$ cat src/rtl/tmr_pkg.sv
// Package: shared status encoding for the triple-redundant voter.
// Assumes: the 3-bit code is decoded downstream by value, so the values are fixed.
package tmr_pkg;
    localparam int STAT_W = 3;

    typedef enum logic [STAT_W-1:0] {
        ST_AGREE    = 3'd0,
        ST_ODD_A    = 3'd1,
        ST_ODD_B    = 3'd2,
        ST_ODD_C    = 3'd3,
        ST_ALL_DIFF = 3'd4
    } tmr_status_e;
endpackage

$ cat src/rtl/tmr_bit_majority.sv
// Module: combinational two-of-three majority over W bits.
// Assumes: inputs are settled in the same cycle; no registers here.
module tmr_bit_majority #(
    parameter int W = 64
) (
    input  logic [W-1:0] in_a,
    input  logic [W-1:0] in_b,
    input  logic [W-1:0] in_c,
    output logic [W-1:0] maj
);
    // One voting cell per bit position
    for (genvar i = 0; i < W; i++) begin : g_bit
        assign maj[i] = (in_a[i] & in_b[i]) | (in_a[i] & in_c[i]) | (in_b[i] & in_c[i]);
    end
endmodule

$ cat src/rtl/tmr_classify.sv
// Module: combinational classifier naming the outlier branch of three.
// Assumes: whole words are compared; a single differing bit makes a word differ.
module tmr_classify
    import tmr_pkg::*;
#(
    parameter int W = 64
) (
    input  logic [W-1:0] in_a,
    input  logic [W-1:0] in_b,
    input  logic [W-1:0] in_c,
    output tmr_status_e  code
);
    logic eq_ab, eq_bc, eq_ac;

    assign eq_ab = (in_a == in_b);
    assign eq_bc = (in_b == in_c);
    assign eq_ac = (in_a == in_c);

    // Map the three pair equalities onto the status code
    always_comb begin
        if (eq_ab && eq_bc)      code = ST_AGREE;
        else if (eq_bc)          code = ST_ODD_A;
        else if (eq_ac)          code = ST_ODD_B;
        else if (eq_ab)          code = ST_ODD_C;
        else                     code = ST_ALL_DIFF;
    end
endmodule

$ cat src/rtl/tmr_err_tally.sv
// Module: saturating disagreement counter plus sticky no-majority flag.
// Assumes: upd is high only on edges where a fresh code is being captured.
module tmr_err_tally
    import tmr_pkg::*;
#(
    parameter int CNT_W = 16
) (
    input  logic             clk,
    input  logic             rst_n,
    input  logic             upd,
    input  tmr_status_e      code,
    output logic [CNT_W-1:0] count,
    output logic             flag
);
    localparam logic [CNT_W-1:0] CNT_MAX = {CNT_W{1'b1}};

    // Count valid comparisons that found any disagreement, stopping at the ceiling
    always_ff @(posedge clk) begin
        if (!rst_n)
            count <= '0;
        else if (upd && code != ST_AGREE && count != CNT_MAX)
            count <= count + 1'b1;
    end

    // Remember that a comparison without any majority has been seen
    always_ff @(posedge clk) begin
        if (!rst_n)
            flag <= 1'b0;
        else if (upd && code == ST_ALL_DIFF)
            flag <= 1'b1;
    end

    AST_CNT_STEP: assert property (@(posedge clk) disable iff (!rst_n)
        rst_n |=> (count == $past(count) || count == $past(count) + 1'b1));
    AST_CNT_HOLD_ON_AGREE: assert property (@(posedge clk) disable iff (!rst_n)
        (!upd || code == ST_AGREE) |=> $stable(count));
    AST_FLAG_STICKY: assert property (@(posedge clk) disable iff (!rst_n)
        flag |=> flag);
endmodule

$ cat src/rtl/tmr_vote_cmp.sv
// Module: top of the triple-redundant voter; registers the vote and the status code.
// Assumes: the three branch words are aligned to the same res_valid strobe.
module tmr_vote_cmp
    import tmr_pkg::*;
#(
    parameter int W     = 64,
    parameter int CNT_W = 16
) (
    input  logic             clk,
    input  logic             rst_n,
    input  logic             res_valid,
    input  logic [W-1:0]     br_a,
    input  logic [W-1:0]     br_b,
    input  logic [W-1:0]     br_c,
    output logic [W-1:0]     voted,
    output logic [STAT_W-1:0] status,
    output logic [CNT_W-1:0] err_count,
    output logic             no_majority
);
    logic [W-1:0] maj_w;
    tmr_status_e  code_w;

    tmr_bit_majority #(.W(W)) u_maj (
        .in_a (br_a),
        .in_b (br_b),
        .in_c (br_c),
        .maj  (maj_w)
    );

    tmr_classify #(.W(W)) u_cls (
        .in_a (br_a),
        .in_b (br_b),
        .in_c (br_c),
        .code (code_w)
    );

    tmr_err_tally #(.CNT_W(CNT_W)) u_tally (
        .clk   (clk),
        .rst_n (rst_n),
        .upd   (res_valid),
        .code  (code_w),
        .count (err_count),
        .flag  (no_majority)
    );

    // Capture vote and code on the strobe, hold them between strobes
    always_ff @(posedge clk) begin
        if (!rst_n) begin
            voted  <= '0;
            status <= ST_AGREE;
        end else if (res_valid) begin
            voted  <= maj_w;
            status <= code_w;
        end
    end

    AST_CODE_LEGAL: assert property (@(posedge clk) disable iff (!rst_n)
        status <= 3'd4);
    AST_HOLD: assert property (@(posedge clk) disable iff (!rst_n)
        !res_valid |=> ($stable(status) && $stable(voted)));
    AST_PAIR_WINS: assert property (@(posedge clk) disable iff (!rst_n)
        (res_valid && br_a == br_c) |=> voted == $past(br_a));
    AST_AGREE_CODE: assert property (@(posedge clk) disable iff (!rst_n)
        (res_valid && br_a == br_b && br_b == br_c) |=> status == 3'd0);
    AST_ALL_DIFF: assert property (@(posedge clk) disable iff (!rst_n)
        (res_valid && br_a != br_b && br_b != br_c && br_a != br_c) |=> status == 3'd4);
endmodule

$ cat config.mk
export PLATFORM = sky130hd
export DESIGN_NAME = tmr_vote_cmp
export DESIGN_NICKNAME = d
export VERILOG_FILES = /design/src/rtl/tmr_pkg.sv /design/src/rtl/tmr_bit_majority.sv /design/src/rtl/tmr_classify.sv /design/src/rtl/tmr_err_tally.sv /design/src/rtl/tmr_vote_cmp.sv
export SDC_FILE = /design/constraint.sdc
export NUM_CORES = 1
export LEC_CHECK = 0
export CAP_MARGIN = 10
export CORE_MARGIN = 2
export CORE_UTILIZATION = 42
export CTS_CLUSTER_DIAMETER = 80
export DETAILED_ROUTE_END_ITERATION = 12
export DONT_BUFFER_PORTS = 1
export PLACE_DENSITY = 0.55
export SLEW_MARGIN = 20
export SYNTH_ARGS = -nofsm -noshare
export SYNTH_HDL_FRONTEND = slang
export SYNTH_SLANG_ARGS = --single-unit
$ cat constraint.sdc
create_clock -name clk -period 3.5 [get_ports clk]
set_clock_uncertainty 0.05 [all_clocks]
set_input_delay 0.875 -clock clk [delete_from_list [all_inputs] [get_ports clk]]
set_output_delay 0.875 -clock clk [all_outputs]
set_load 0.03 [all_outputs]
==> results of run 1 <==
## through the flow
| stage | power [mW] | instances |
|---|---|---|
| 6_report | 2.62 | 828 |
| 5_1_grt | 2.74 | 828 |
| 4_1_cts | 2.65 | 828 |
| 3_5_place_dp | 1.63 | 812 |
| 3_3_place_gp | 1.62 | 812 |
| 2_1_floorplan | 1.47 | 650 |
## layout make-up
type / instances / area share (%)
multi-input cells: 536 / 65.9
flip-flops and latches: 84 / 25.2
clock buffers: 12 / 3.85
well taps: 184 / 3.46
clock inverters: 4 / 0.845
repair buffers: 5 / 0.563
inverters: 3 / 0.169
## worst max-delay path, delay by kind of cell
kind,cells,cell delay [ns]
simple gates,4,1.68
compound gates,2,0.40
fa+ha+maj,1,0.33
## kinds of logic after synthesis
| group | Yosys count | share of synthesized area [%] |
|---|---|---|
| AO/OA/AOI/OAI | 141 | 11.8 |
| flip-flops | 84 | 27.1 |
| AND/OR/NAND/NOR | 190 | 18.2 |
| XOR/XNOR | 1 | 0.141 |
| buffers and inverters | 30 | 2.06 |
| multiplexers | 11 | 1.78 |
| adder cells (fa/ha/maj) | 193 | 39.0 |
## how the worst max path moves through the flow
stage / cells after the start / end
finish: 7 / u_tally.count[3]
global route: 8 / u_tally.count[3]
CTS: 8 / u_tally.count[3]
detailed placement: 8 / u_tally.count[3]
global placement: 8 / u_tally.count[3]
floorplan: 8 / u_tally.count[0]
## sequential cells by signal, summed over array words and instances (netlist names)
register	count
status	3
u_tally.count	16
u_tally.flag	1
voted	64
## layout by cell type, fill, tap and decap left out, types with 4 or more instances in the layout
master     count
ha_1         193
o21ai_0       66
and3_1         5
a21oi_1       65
nand4_1       20
dfxtp_1       84
nand2b_1      13
nand2_1       13
nand3_1        4
mux2i_1       11
nor3_1        65
buf_4          5
clkbuf_16      9
nor4_1        50
## metal layers
metal | wire length [µm] | track usage, % | vias up
li1 | - | - | 2506
met1 | 8020 | 28.8 | 2361
met2 | 10200 | 46.0 | 222
met3 | 2250 | 10.7 | 31
met4 | 512 | 9.08 | 0
met5 | 0 | 0 | -
## report_power, final
part | total, mW | internal (mW) | switching (mW)
sequential | 1.19 | 1.02 | 0.170
combinational | 0.411 | 0.193 | 0.218
clock | 1.02 | 0.598 | 0.424
==> results.cfg, run 1 <==
[worst_setup_path]
worst-setup-path-type = primary input to register
cp_data_required_time_ns = 3.69
cpPeakStageDelay_ns = 0.67
r2r_cells = 7
worst_ep_arrival_time_ns = 3.29
reg2reg_from = u_tally.count[0]
cp_cell_sequence = ha_1 > nor4_1 > nand4_1 > nor4_4 > a21oi_2 > and3_1 > o21a_1
critPathCaptureType = register
critPathSlowestCell = nor4_1
cp_max_fo = 12
ff2ff_setup_slack_ns = 1.18
r2r-end = u_tally.count[4]
critPathLaunch = br_a[40]
start_kind = primary input

[grt]
antenna_found_initial = 0
grt_overflow_total = 0
grt_pass1_vias = 5414
grt_pass1_wl_mm = 31.2
grt_usage_pct = 26.3
grt_max_degree = 136

[logic_synthesis]
netlist.area_leader.share_pct = 39.0
yosysSeqAreaShare_pct = 27.1
netlist_instances = 650
synth.distinct_cells = 37
synth.most_common_cell = ha_1
syn_avg_cell_area_um2 = 9.53
syn-num-nets = 1038
syn-cell-area_um2 = 6200
synth_top_area_cell = ha_1
synthFlopType = dfxtp_1
synth_common_cells = ha_1 (193), dfxtp_1 (84), o21ai_0 (66), a21oi_1 (65), nor3_1 (65)
synth-seq-cells = 84
ys_warn_count = 0
synth-edff-count = 0
synth-async-reset-ratio_pct = 0
synth_area_leaders = ha_1 (39%), dfxtp_1 (27%), o21ai_0 (5.3%), a21oi_1 (5.2%), nor3_1 (5.2%)

[run_status]
outcome = finished, final reports clean

[sta]
finalSetupViolations = 0
maxSlewViolCount = 0
setup_tns_ns = 0
relSlewSlack_pct = 51.0
fin_crit_ns = 3.10
hold_slack_ns = 0.573
worst_slack_ns = 0.399
min_period_over_period_pct = 88.6
fmax_mhz = 323
rsz0062_at_grt = false
worstMarginPinSlew_ns = 0.729
hold_violations = 0

[floorplanning]
die_area_um2 = 15700
io_pins = 279
fp.dieH_um = 125
die_x_um = 125
num_rows = 44
core_um2 = 14500
initial_core_util_pct = 42.8

[clock_network]
cts_sinks = 84
post_cts_resized = 0
cts_buffers = 9
clk_pin_slew_ns = 0.07
clk_latency_ns = 0.34
cts-root-buf = clkbuf_16
ctsHoldBuffers = 0
cts_tree = built
cts-htree-levels = 3
cts_buffer_depth = 2
postCtsSetupBuffers = 0

[finish]
final_cell_area_um2 = 6660
regArea_um2 = 1680
antenna_cells = 0
syn2layout_area_growth_pct = 7.49
post-route-util_pct = 46.0
fill_cells = 1363
multiInputGateArea_um2 = 4390
drive_gt1_share_pct = 4.35
nets = 1027

[place]
placed_area_um2 = 6350
pre_cts_ws_ns = 0.0176
gp_congestion = 0.922
io_buffers = 0
dpl.hpwl_mm = 17.6

[route]
drt-pass1-iter-count = 4
avgRoutedWirePerCell_um = 25.3
first_iter_violations = 206
drcViolationCount = 0
ant_nets = 0
num_vias = 5120
drt_wl_total_mm = 21.0
vias_per_cell = 6.18

[power_and_ir_drop]
p_per_area_nw_per_um2 = 394
ir_drop_uv = 226
cellLeakagePower_nw = 2.92

[min_path]
hp-start = res_valid
holdPathStages = 1
holdPathEnd = voted[42]
worstHoldPathType = primary input to register

[job]
drv_cap = 0
Note: power is estimated with default switching activity, not from simulation.
==> run 2, diff against run 1 <==
Settings changed: GPL_TIMING_DRIVEN set to 0, PLACE_DENSITY 0.55 to 0.58.
Clock period 3.5 ns to 2.5 ns, I/O delays scaled along.
==> run 2 against run 1 <==
Die area unchanged. Final cell count up 2.9%. Clock-buffer cell count down 3. Power up 39%. Critical path type unchanged. Critical endpoint is now u_tally.count[0]. Largest power group unchanged.
==> results.cfg, run 2 (synthesis gave the netlist of run 1 again) <==
[run_status]
outcome = finished, final reports clean

[finish]
syn2layout_area_growth_pct = 9.77
regArea_um2 = 1680
reg_top3 = voted: 64 flops, u_tally.count: 16 flops, status: 3 flops
drive_gt1_share_pct = 5.39
largest_register_ffs = 64
fill_cells = 1408
multiInputGateArea_um2 = 4470
regMostFlops = voted
final_cell_area_um2 = 6800
antenna_cells = 0
final_common_cell = ha_1
final_cell_mix = ha_1 (193), dfxtp_1 (84), o21ai_0 (66)
nets = 1051

[route]
ant_nets = 0
vias_per_cell = 6.31
first_iter_violations = 309
drt_wl_total_mm = 22.4
drcViolationCount = 0
drt-pass1-iter-count = 4
avgRoutedWirePerCell_um = 26.3
num_vias = 5372

[clock_network]
cts-htree-levels = 3
cts_buffers = 9
cts-root-buf = clkbuf_16
cts_sinks = 84
clk_pin_slew_ns = 0.07
ctsHoldBuffers = 0
cts_buffer_depth = 2
cts_tree = built
clk_latency_ns = 0.35

[power_and_ir_drop]
power_mw = 3.65
ir_drop_uv = 428
cellLeakagePower_nw = 2.96
p_per_area_nw_per_um2 = 537

[floorplanning]
die_x_um = 125
io_pins = 279
initial_core_util_pct = 42.8
die_area_um2 = 15700
num_rows = 44
core_um2 = 14500
fp.dieH_um = 125

[place]
placed_area_um2 = 6430
gp_congestion = 0.922
dpl.hpwl_mm = 19.2
io_buffers = 0

[min_path]
holdPathStages = 2
holdPathEnd = u_tally.count[15]
worstHoldPathType = primary input to register
hp-start = rst_n

[sta]
hold_violations = 0
relSlewSlack_pct = 52.3
min_period_over_period_pct = 96.4
fmax_mhz = 415
setup_tns_ns = 0
fin_crit_ns = 2.41
finalSetupViolations = 0
maxSlewViolCount = 0
worstMarginPinSlew_ns = 0.716

[worst_setup_path]
worst_ep_arrival_time_ns = 2.61
r2r_cells = 5
critPathCaptureType = register
start_kind = primary input
cp_data_required_time_ns = 2.70
r2r-end = u_tally.count[15]
cp_max_fo = 10
reg2reg_from = u_tally.count[4]
worst-setup-path-type = primary input to register
ff2ff_setup_slack_ns = 0.30

[grt]
grt_usage_pct = 28.3
grt_pass1_vias = 5642
grt_overflow_total = 0
grt_max_degree = 16
antenna_found_initial = 0
grt_pass1_wl_mm = 33.3

[job]
drv_cap = 0
==> run 2: where the power goes <==
| group | leakage [nW] | internal (mW) | switching, mW |
|---|---|---|---|
| sequential | 0.695 | 1.43 | 0.241 |
| clock | 0.140 | 0.682 | 0.631 |
| combinational | 2.12 | 0.284 | 0.388 |
==> run 2: stage by stage <==
stage | worst slack, ns | std cells | hold WS (ns) | utilization (%)
finish | 0.0912 | 852 | 0.372 | 47.0
floorplan | 0.104 | 650 | 0.545 | -
CTS | 0.00426 | 852 | 0.371 | 46.8
detailed placement | -0.958 | 834 | 0.595 | 44.4
global placement | -0.911 | 834 | 0.568 | 44.4
global route | -0.00453 | 852 | 0.385 | 47.0
==> run 2: what timing repair did <==
action | CTS | global route
gates cloned | 0 | 0
pin swaps | 2 | 1
resized for setup | 8 | 4
endpoints found under the setup margin | 20 | 14
buffers inserted | 2 | 0
==> run 2: worst max-delay path, stage by stage <==
cell	delay [ns]
ha_1	0.30
nor4_1	0.43
nand4_1	0.25
nor4_4	0.29
buf_4	0.18
a21oi_2	0.08
buf_6	0.14
xor2_1	0.14
and2_1	0.17
==> run 2: how the worst max path moves through the flow <==
stage,endpoint,depth (start not counted),startpoint
6_report,u_tally.count[0],9,br_a[19]
5_1_grt,u_tally.count[0],9,br_a[49]
4_1_cts,status[2],6,br_a[35]
3_5_place_dp,u_tally.count[0],8,br_a[29]
3_3_place_gp,u_tally.count[0],8,br_a[28]
2_1_floorplan,u_tally.count[0],8,br_a[14]
==> run 2: metal layers <==
metal	vias to the layer above	track usage (%)	wire length [µm]	part of all wire, %
li1	2555	-	-	-
met1	2558	30.4	8430	38
met2	231	52.1	11400	51
met3	28	9.93	2080	9.3
met4	0	8.30	465	2.1
met5	-	0	0	0
==> run 2: area by class of cell <==
class	instances	share of cell area, %
multi-input combinational	536	65.8
sequential	84	24.7
tap	184	3.38
clock buffer	9	3.31
buffer	27	1.71
clock inverter	7	0.736
timing repair buffer	2	0.221
inverter	3	0.166
==> run 3, diff against run 2 <==
Settings changed: PLACE_DENSITY 0.58 to 0.59.
==> run 3 against run 2 <==
Final cell count did not move. Highest routed layer unchanged. Combinational power hardly changed. Via count increased by 0.22%. Global-route usage down 0.12 points. Largest cell class unchanged. Critical path type unchanged. Non-clock buffer count stayed put. First-iteration DRC count decreased by 22%.
==> results.cfg, run 3 (synthesis gave the netlist of run 1 again) <==
[clock_network]
cts-htree-levels = 3
cts_buffer_depth = 2
cts_buffers = 9
cts_tree = built
cts-root-buf = clkbuf_16
clk_latency_ns = 0.35
cts_sinks = 84
clk_pin_slew_ns = 0.07
ctsHoldBuffers = 0

[grt]
grt_pass1_vias = 5566
antenna_found_initial = 0
grt_pass1_wl_mm = 32.9
grt_max_degree = 16
grt_usage_pct = 28.2
grt_overflow_total = 0

[place]
gp_congestion = 0.880
placed_area_um2 = 6430
dpl.hpwl_mm = 19.3
io_buffers = 0

[sta]
finalSetupViolations = 0
worstMarginPinSlew_ns = 0.719
setup_tns_ns = 0
relSlewSlack_pct = 52.1
maxSlewViolCount = 0
fin_crit_ns = 2.43
fmax_mhz = 411
hold_violations = 0
rsz0062_at_grt = false
min_period_over_period_pct = 97.3

[finish]
reg_top3 = voted: 64 flops, u_tally.count: 16 flops, status: 3 flops
largest_register_ffs = 64
antenna_cells = 0
nets = 1051
final_cell_mix = ha_1 (193), dfxtp_1 (84), o21ai_0 (66)
regMostFlops = voted
drive_gt1_share_pct = 5.54
fill_cells = 1375
final_common_cell = ha_1
final_cell_area_um2 = 6850
syn2layout_area_growth_pct = 10.5

[power_and_ir_drop]
ir_drop_uv = 344
p_per_area_nw_per_um2 = 550
power_frac_seq_pct = 44.3
netSwitchingPower_mw = 1.24
p_int_mw = 2.53
cellLeakagePower_nw = 2.97
clkPwrFrac_pct = 37.8
switching_share_pct = 33.0
p_comb_share_pct = 17.9

[floorplanning]
core_um2 = 14500
fp.dieH_um = 125
io_pins = 279
die_x_um = 125
initial_core_util_pct = 42.8
die_area_um2 = 15700
num_rows = 44

[route]
drt-pass1-iter-count = 5
drcViolationCount = 0
vias_per_cell = 6.32
num_vias = 5384
drt_wl_total_mm = 22.6
first_iter_violations = 240
ant_nets = 0
avgRoutedWirePerCell_um = 26.6

[job]
drv_cap = 0

[worst_setup_path]
cp_max_fo = 10
r2r_cells = 5
worst-setup-path-type = primary input to register
critPathCaptureType = register
ff2ff_setup_slack_ns = 0.31
cp_data_required_time_ns = 2.69
start_kind = primary input
worst_ep_arrival_time_ns = 2.63

[run_status]
outcome = finished, final reports clean

[min_path]
worstHoldPathType = primary input to register
holdPathStages = 2
## run 3: critical path: stages
cell     delay (ns)
ha_1           0.32
nor4_4         0.49
nand4_1        0.28
nor4_4         0.32
a21oi_2        0.13
buf_6          0.16
xor2_1         0.13
and2_1         0.16
## run 3: power groups by stage
stage	sequential [mW]	combinational [mW]	clock, mW
after floorplan	1.67	0.393	0
after global placement	1.70	0.627	0
after detailed placement	1.70	0.645	0
after CTS	1.67	0.664	1.45
after global routing	1.68	0.765	1.52
final	1.67	0.674	1.42
## run 3: worst paths after layout
| path | end | from |
|---|---|---|
| max | u_tally.count[0] | br_a[29] |
| min | u_tally.count[15] | rst_n |
| max reg2reg | u_tally.count[15] | u_tally.count[3] |
| min reg2reg | u_tally.count[6] | u_tally.count[6] |
## run 3: cell type report
type / instances / area [µm²] / area share [%]
clock buffers: 10 / 239 / 3.49
clock inverters: 6 / 72.6 / 1.06
plain buffers: 27 / 116 / 1.70
flip-flops and latches: 84 / 1680 / 24.6
inverters: 3 / 11.3 / 0.165
well taps: 184 / 230 / 3.36
repair buffers: 2 / 15.0 / 0.219
multi-input cells: 536 / 4480 / 65.4
## run 3: routing by layer
metal  track usage (%)  up-vias  share of wire, %  routed length [µm]
li1                  -     2560                 -                   -
met1              29.5     2509                36                8170
met2              49.0      266                49               11100
met3              12.9       49                11                2520
met4              11.7        0               3.8                 867
met5                 0        -                 0                   0
## run 3: per-stage QoR
| step | setup slack (ns) | hold WS, ns | instances | power, mW | utilization [%] |
|---|---|---|---|---|---|
| finish | 0.0677 | 0.393 | 852 | 3.77 | 47.3 |
| global route | 0.00554 | 0.385 | 852 | 3.96 | 47.3 |
| CTS | 0.0174 | 0.381 | 851 | 3.78 | 46.9 |
| detailed placement | -0.915 | 0.588 | 834 | 2.34 | 44.4 |
| global placement | -0.853 | 0.572 | 834 | 2.32 | 44.4 |
| floorplan | 0.104 | 0.545 | 650 | 2.06 | - |
## run 3: what timing repair did
action,in CTS,in global routing
setup endpoints to repair,20,13
resized for setup,7,6
endpoints found under the hold margin,0,0
setup buffers,1,1
pin swaps,1,2
